<file path="config.mk">
export PLATFORM = sky130hd
export DESIGN_NAME = qlt_trigger
export DESIGN_NICKNAME = d
export VERILOG_FILES = /design/src/rtl/qlt_pkg.sv /design/src/rtl/qlt_quad_and.sv /design/src/rtl/qlt_cfg.sv /design/src/rtl/qlt_core.sv /design/src/rtl/qlt_trigger.sv
export SDC_FILE = /design/constraint.sdc
export NUM_CORES = 1
export LEC_CHECK = 0
export BUFFER_PORTS_ARGS = -buffer_cell sky130_fd_sc_hd__buf_2
export CORE_MARGIN = 2
export CORE_UTILIZATION = 45
export DETAILED_ROUTE_END_ITERATION = 8
export GPL_TIMING_DRIVEN = 0
export MAX_ROUTING_LAYER = met4
export PLACE_DENSITY = 0.58
export SLEW_MARGIN = 20
export SYNTH_ARGS = -nofsm -noshare
export SYNTH_HDL_FRONTEND = slang
export SYNTH_SLANG_ARGS = --single-unit
</file>
<file path="constraint.sdc">
create_clock -name clk_i -period 4 [get_ports clk_i]
set_clock_uncertainty 0.2 [all_clocks]
set_input_delay 1 -clock clk_i [delete_from_list [all_inputs] [get_ports clk_i]]
set_output_delay 1 -clock clk_i [all_outputs]
set_load 0.02 [all_outputs]
</file>
<file path="src/rtl/qlt_pkg.sv">
package qlt_pkg;
  localparam int QW     = 4;            // channels per quad
  localparam int NQ     = 4;            // quads
  localparam int CH     = NQ * QW;      // channels
  localparam int ENT    = 1 << QW;      // entries per table
  localparam int NFUNC  = 3;            // level, edge0, edge1
  localparam int IW     = $clog2(ENT);
  localparam int F_VM   = 0;
  localparam int F_E0   = 1;
  localparam int F_E1   = 2;

  typedef logic [ENT-1:0] tbl_t;
  typedef tbl_t [NQ-1:0]  quad_tbl_t;

  localparam logic [3:0] CMD_RUN    = 4'h0;
  localparam logic [3:0] CMD_PROG   = 4'h2;
  localparam logic [3:0] CMD_COMMIT = 4'h3;
endpackage

</file>
<file path="src/rtl/qlt_quad_and.sv">
module qlt_quad_and
  import qlt_pkg::*;
(
  input  quad_tbl_t        tbl_i,
  input  logic [CH-1:0]    sample_i,
  output logic             hit_o
);
  logic [NQ-1:0] q_bit;

  for (genvar q = 0; q < NQ; q++) begin : g_quad
    assign q_bit[q] = tbl_i[q][sample_i[q*QW +: QW]];
  end

  assign hit_o = &q_bit;
endmodule

</file>
<file path="src/rtl/qlt_cfg.sv">
module qlt_cfg
  import qlt_pkg::*;
(
  input  logic                  clk_i,
  input  logic                  rst_ni,
  input  logic                  wr_i,
  input  logic                  sel_i,
  input  logic [7:0]            data_i,
  output logic                  prog_o,
  output logic                  enter_prog_o,
  output quad_tbl_t [NFUNC-1:0] qt_o,
  output tbl_t                  glue_o,
  output tbl_t                  glue2_o,
  output tbl_t                  fin_o
);
  logic                  prog_q, ptr_q;
  logic [7:0]            b0_q, b1_q;
  quad_tbl_t [NFUNC-1:0] qt_q;
  tbl_t                  glue_q, glue2_q, fin_q;

  logic [3:0]    cmd;
  logic [IW-1:0] idx;
  logic          cmd_wr, dat_wr, commit;

  assign cmd    = data_i[7:4];
  assign idx    = data_i[IW-1:0];
  assign cmd_wr = wr_i && sel_i;
  assign dat_wr = wr_i && !sel_i && prog_q;
  assign commit = cmd_wr && (cmd == CMD_COMMIT) && prog_q;

  assign enter_prog_o = cmd_wr && (cmd == CMD_PROG);

  always_ff @(posedge clk_i or negedge rst_ni) begin
    if (!rst_ni) begin
      prog_q <= 1'b0;
      ptr_q  <= 1'b0;
      b0_q   <= '0;
      b1_q   <= '0;
    end else begin
      if (enter_prog_o) begin
        prog_q <= 1'b1;
        ptr_q  <= 1'b0;
      end else if (cmd_wr && cmd == CMD_RUN) begin
        prog_q <= 1'b0;
      end else if (commit) begin
        ptr_q  <= 1'b0;
      end else if (dat_wr) begin
        if (!ptr_q) b0_q <= data_i;
        else        b1_q <= data_i;
        ptr_q <= ~ptr_q;
      end
    end
  end

  always_ff @(posedge clk_i or negedge rst_ni) begin
    if (!rst_ni) begin
      qt_q    <= '0;
      glue_q  <= '0;
      glue2_q <= '0;
      fin_q   <= '0;
    end else if (commit) begin
      for (int q = 0; q < NQ; q++) begin
        qt_q[F_VM][q][idx] <= b0_q[q];
        qt_q[F_E0][q][idx] <= b1_q[q];
        qt_q[F_E1][q][idx] <= b1_q[NQ+q];
      end
      glue_q[idx]  <= b0_q[NQ];
      glue2_q[idx] <= b0_q[NQ+1];
      fin_q[idx]   <= b0_q[NQ+2];
    end
  end

  assign prog_o  = prog_q;
  assign qt_o    = qt_q;
  assign glue_o  = glue_q;
  assign glue2_o = glue2_q;
  assign fin_o   = fin_q;

  a_r6_commit_outside_prog_ignored: assert property (@(posedge clk_i) disable iff (!rst_ni)
    (cmd_wr && cmd == CMD_COMMIT && !prog_q) |=> ($stable(qt_q) && $stable(fin_q)));
  a_r6_commit_rewinds_staging: assert property (@(posedge clk_i) disable iff (!rst_ni)
    commit |=> !ptr_q);
  a_r5_data_outside_prog_ignored: assert property (@(posedge clk_i) disable iff (!rst_ni)
    (wr_i && !sel_i && !prog_q) |=> ($stable(b0_q) && $stable(b1_q)));
  a_r7_enter_prog: assert property (@(posedge clk_i) disable iff (!rst_ni)
    enter_prog_o |=> prog_q);
endmodule

</file>
<file path="src/rtl/qlt_core.sv">
module qlt_core
  import qlt_pkg::*;
(
  input  logic                  clk_i,
  input  logic                  rst_ni,
  input  logic [CH-1:0]         sample_i,
  input  logic                  valid_i,
  input  logic                  prog_i,
  input  logic                  enter_prog_i,
  input  quad_tbl_t [NFUNC-1:0] qt_i,
  input  tbl_t                  glue_i,
  input  tbl_t                  glue2_i,
  input  tbl_t                  fin_i,
  output logic                  trig_o,
  output logic                  fired_o
);
  logic [NFUNC-1:0] hit;

  for (genvar f = 0; f < NFUNC; f++) begin : g_func
    qlt_quad_and u_qa (
      .tbl_i    (qt_i[f]),
      .sample_i (sample_i),
      .hit_o    (hit[f])
    );
  end

  logic          e0_prev_q, e1_prev_q, trig_q, fired_q;
  logic [3:0]    gidx, fidx;
  logic          glue_bit, glue2_bit, fire, eval;

  assign gidx      = {e1_prev_q, hit[F_E1], e0_prev_q, hit[F_E0]};
  assign glue_bit  = glue_i[gidx];
  assign glue2_bit = glue2_i[gidx];
  assign fidx      = {glue_bit, glue2_bit, hit[F_VM], 1'b0};
  assign fire      = fin_i[fidx];
  assign eval      = valid_i && !prog_i;

  always_ff @(posedge clk_i or negedge rst_ni) begin
    if (!rst_ni) begin
      e0_prev_q <= 1'b0;
      e1_prev_q <= 1'b0;
      trig_q    <= 1'b0;
      fired_q   <= 1'b0;
    end else begin
      trig_q <= eval && fire;
      if (prog_i) begin
        e0_prev_q <= 1'b0;
        e1_prev_q <= 1'b0;
      end else if (valid_i) begin
        e0_prev_q <= hit[F_E0];
        e1_prev_q <= hit[F_E1];
      end
      if (enter_prog_i)      fired_q <= 1'b0;
      else if (eval && fire) fired_q <= 1'b1;
    end
  end

  assign trig_o  = trig_q;
  assign fired_o = fired_q;

  a_r9_pulse_needs_strobe: assert property (@(posedge clk_i) disable iff (!rst_ni)
    trig_q |-> $past(valid_i));
  a_r8_no_trigger_in_prog: assert property (@(posedge clk_i) disable iff (!rst_ni)
    prog_i |=> !trig_q);
  a_r8_prev_cleared: assert property (@(posedge clk_i) disable iff (!rst_ni)
    prog_i |=> (!e0_prev_q && !e1_prev_q));
  a_r10_fired_sticky: assert property (@(posedge clk_i) disable iff (!rst_ni)
    (fired_q && !enter_prog_i) |=> fired_q);
  a_r10_trig_sets_fired: assert property (@(posedge clk_i) disable iff (!rst_ni)
    trig_q |-> fired_q);
endmodule

</file>
<file path="src/rtl/qlt_trigger.sv">
module qlt_trigger
  import qlt_pkg::*;
(
  input  logic          clk_i,
  input  logic          rst_ni,
  input  logic [15:0]   sample_i,
  input  logic          sample_vld_i,
  input  logic          cfg_wr_i,
  input  logic          cfg_sel_i,
  input  logic [7:0]    cfg_data_i,
  output logic          trig_o,
  output logic          fired_o
);
  logic                  prog, enter_prog;
  quad_tbl_t [NFUNC-1:0] qt;
  tbl_t                  glue, glue2, fin;

  qlt_cfg u_cfg (
    .clk_i        (clk_i),
    .rst_ni       (rst_ni),
    .wr_i         (cfg_wr_i),
    .sel_i        (cfg_sel_i),
    .data_i       (cfg_data_i),
    .prog_o       (prog),
    .enter_prog_o (enter_prog),
    .qt_o         (qt),
    .glue_o       (glue),
    .glue2_o      (glue2),
    .fin_o        (fin)
  );

  qlt_core u_core (
    .clk_i        (clk_i),
    .rst_ni       (rst_ni),
    .sample_i     (sample_i),
    .valid_i      (sample_vld_i),
    .prog_i       (prog),
    .enter_prog_i (enter_prog),
    .qt_i         (qt),
    .glue_i       (glue),
    .glue2_i      (glue2),
    .fin_i        (fin),
    .trig_o       (trig_o),
    .fired_o      (fired_o)
  );

  // idle outputs right after reset release
  a_r11_reset_quiet: assert property (@(posedge clk_i) disable iff (!rst_ni)
    $rose(rst_ni) |-> (!trig_o && !fired_o));
endmodule

</file>
==> metrics.md <==
| Metric | Value |
|---|---|
| CP Capture Type | `flip-flop` |
| Setup bufs post-CTS | `0` |
| Area delta synth->final | `12.89%` |
| Die footprint | `0.02703 mm²` |
| Tmin final | `approximately 3.9 ns` |
| Final HPWL DP | `just under 20000 µm` |
| Worst R2R Setup Slack | `about 0.51 ns` |
| Placed cells | `about 1.1k` |
| FF-to-FF End | `u_cfg.qt_o[99]` |
| Slew of the pin with the lowest slew margin | `1.152 ns` |
| Synth warn | `0` |
| CTS sink count | `between 200 and 300` |
| CTS tree | `yes` |
| Synthesized Nets | `768` |
| CTS Buf Count | `27` |
| Placed Area | `~0.012 mm²` |
| Max Cap Viol | `0` |
| Slowest cell on the critical path | `mux4_2` |
| Grt ovf | `0` |
| CP bufs+invs | `1` |
| Max VDD drop | `roughly 0.28 mV` |
| Largest net degree at the start of global routing | `between 90 and 100` |
| Synth Instances | `approximately 740` |
| Area of the multi-input gates | `~0.005 mm²` |
| Unrepaired setup endpoints after global routing | `false` |
| Final Setup Violations | `0` |
| Synth Register Bits | `~250` |
| Starting DRT DRC Count | `398` |
| Setup CP Type | `primary input to flip-flop` |
| Tcrit/Tclk final | `between 90% and 100%` |
| GRT Total Usage | `a little under a quarter` |
| EDFF count, synth | `0` |
| Outcome | `completed` |
| GP Congestion | `about 0.83` |
| Post-Syn Area per Cell | `about 16 µm²` |
| Vias in the first global route | `between 7k and 8k` |
| Filler instances | `between 2k and 2.5k` |
| Most common cell after layout, fill and taps aside | `dfrtp_1` |
| FMAX | `between 200 and 300 MHz` |
| Worst-path fanout max | `6` |
| Port buffer count | `25` |
| Most used cell along the critical path | `mux4_2` |
| Fin cells | `1143` |
| Nets | `822` |
| Rel. slew slack | `a little under a quarter` |
| Die Wd | `164.4 µm` |
| Cell area after synthesis | `between 0.01 and 0.015 mm²` |
| Pwr dens | `approximately 440 mW/mm²` |
| Pre-CTS setup slack | `-0.6946 ns` |
| FF-to-FF Start | `u_cfg.prog_o` |
| Post-synth top area cell | `dfrtp_1` |
| Prevailing post-synth register cell | `dfrtp_1` |
| Antenna cells | `0` |
| Hold slack final | `between 0.2 and 0.25 ns` |
| Hold-fix buffers, CTS | `0` |
| Ratio of cells with drive above 1 in the final layout | `46.99%` |
| Final hold vios | `0` |
| WL/cell | `around 26 µm` |
| Core area | `0.02525 mm²` |
| Worst Setup SP | `sample_i[10]` |
| Final Routed Wirelength | `a little under 30000 µm` |
| Die H | `between 150 and 200 µm` |
| Worst setup SP type | `primary input` |
| Top cell family by delay on the critical path | `multiplexers` |
| Worst path max stage delay | `~0.56 ns` |
| Cell variety after synth | `42` |
| Initial antenna violation count | `0` |
| Pins over their slew limit | `0` |
| Leakage | `about 6.3 nW` |
| Setup ws final | `roughly 0.14 ns` |
| Num ports | `31` |
| # DRC | `0` |
| DR vias | `6710` |
| First-pass GRT wire length | `roughly 45000 µm` |
| Critical Path, Cell by Cell | `clkbuf_1 -> mux4_2 -> and3b_2 -> a21oi_4 -> a31o_4 -> nor2_4 -> mux4_2 -> mux4_2 -> nor3_1 -> o21ai_0 -> nand3_1` |
| Later-pin clock latency in the skew report | `~0.54 ns` |
| Post-layout util | `roughly half` |
| Pre-Repair DR Iteration Count | `4` |
| Most frequent cells in the layout | `dfrtp_1, mux2_2, mux4_2` |
| Initial core utilization | `a little under half` |
| CP Data Required Time | `between 4 and 5 ns` |
| Clock slew at reported path FFs | `around 0.060 ns` |
| Antenna Violating Nets Remaining | `0` |
| Hold Path Class | `primary input to asynchronous set/reset pin` |
| Async S/R FF share, synth | `100.0%` |
| Root Buffer | `clkbuf_16` |
| Via-to-Cell Ratio | `a little under 6` |
| Synth top area share | `54.68%` |
| Top area cells in the synthesized netlist | `dfrtp_1, mux2_2, mux4_2` |
| Final instance area | `approximately 0.013 mm²` |
| Htree depth | `1` |
| Clock buffer depth | `3` |
| FF/Latch Area | `between 0.006 and 0.007 mm²` |
| Critical path arrival | `around 4.1 ns` |
| Row count | `58` |
| Sequential fraction of the synthesis area | `54.68%` |
| FF-to-FF path depth | `6` |
cell type report:
type,count,area share (%)
Buffer,46,1.924
Clock inverter,3,0.3350
Timing Repair Buffer,27,1.455
Sequential cell,253,48.43
Tap cell,330,3.159
Inverter,1,0.02872
Clock buffer,46,6.404
Multi-Input combinational cell,437,38.26
power by group:
| part | leakage (nW) | internal [mW] | switching, mW | total (mW) |
|---|---|---|---|---|
| registers | 3.51 | 2.66 | 0.180 | 2.84 |
| logic | 2.38 | 0.179 | 0.332 | 0.511 |
| clock network | 0.432 | 1.47 | 0.993 | 2.47 |
sequential cells by signal, indices dropped and copies added, names as in the netlist:
name and cells:
u_cfg.glue_o 16, u_cfg.ptr_q 1, u_core.e1_prev_q 1, u_core.trig_o 1, u_cfg.b0_q 7, u_core.e0_prev_q 1
u_cfg.qt_o 192, u_core.fired_o 1, u_cfg.glue2_o 16, u_cfg.fin_o 8, u_cfg.prog_o 1, u_cfg.b1_q 8
per-layer routing:
layer / vias up / track usage, % / part of all wire (%) / routed length, µm
met5: - / - / 0 / 0
met1: 3668 / 32.65 / 46 / 13540
met2: 118 / 37.47 / 48 / 14160
met3: 43 / 2.637 / 3.6 / 1060
li1: 2881 / - / - / -
met4: 0 / 5.138 / 1.7 / 485
how the worst max path moves through the flow:
| stage | slack, ns | end | cells after the start |
|---|---|---|---|
| floorplan | 0.13 | u_core.fired_o | 11 |
| global placement | -2.51 | u_cfg.qt_o[74] | 1 |
| detailed placement | -0.69 | u_core.fired_o | 12 |
| CTS | 0.08 | u_core.fired_o | 11 |
| global route | 0.03 | u_core.fired_o | 11 |
| finish | 0.14 | u_core.fired_o | 11 |
Yosys cell counts, types with 3 or more instances:
cell        n
o211ai_1    3
nand2b_1   11
o21ai_0     6
nor2b_1     3
clkbuf_1   37
nor3_1      4
nand2_1    27
nand3b_1    3
nand3_1     6
a22oi_1     4
mux2i_1    12
dfrtp_1   253
nor2_1     19
buf_1       3
a21oi_1     4
nand4_1     3
mux4_2     44
mux2_2    250
mux4_1     15
a211oi_1    4
metrics by stage:
stage	power [mW]	TNS [ns]
final	5.816	0
after global routing	6.064	0
after CTS	5.878	0
after detailed placement	3.395	-25.98
after global placement	3.345	-661.35
after floorplan	3.121	0
cell families after synthesis:
| family | Yosys count | share of synthesized area, % |
|---|---|---|
| DFF | 253 | 54.68 |
| buffers and inverters | 49 | 2.215 |
| muxes | 322 | 37.44 |
| AOI/OAI and AO/OA | 31 | 2.010 |
| and+or+nand+nor | 84 | 3.653 |
timing repair:
item                                   CTS  global route
endpoints found under the hold margin    0             0
setup endpoints to repair                2            23
gates resized for setup                  0             9
Power figures use the tool's default switching activity.
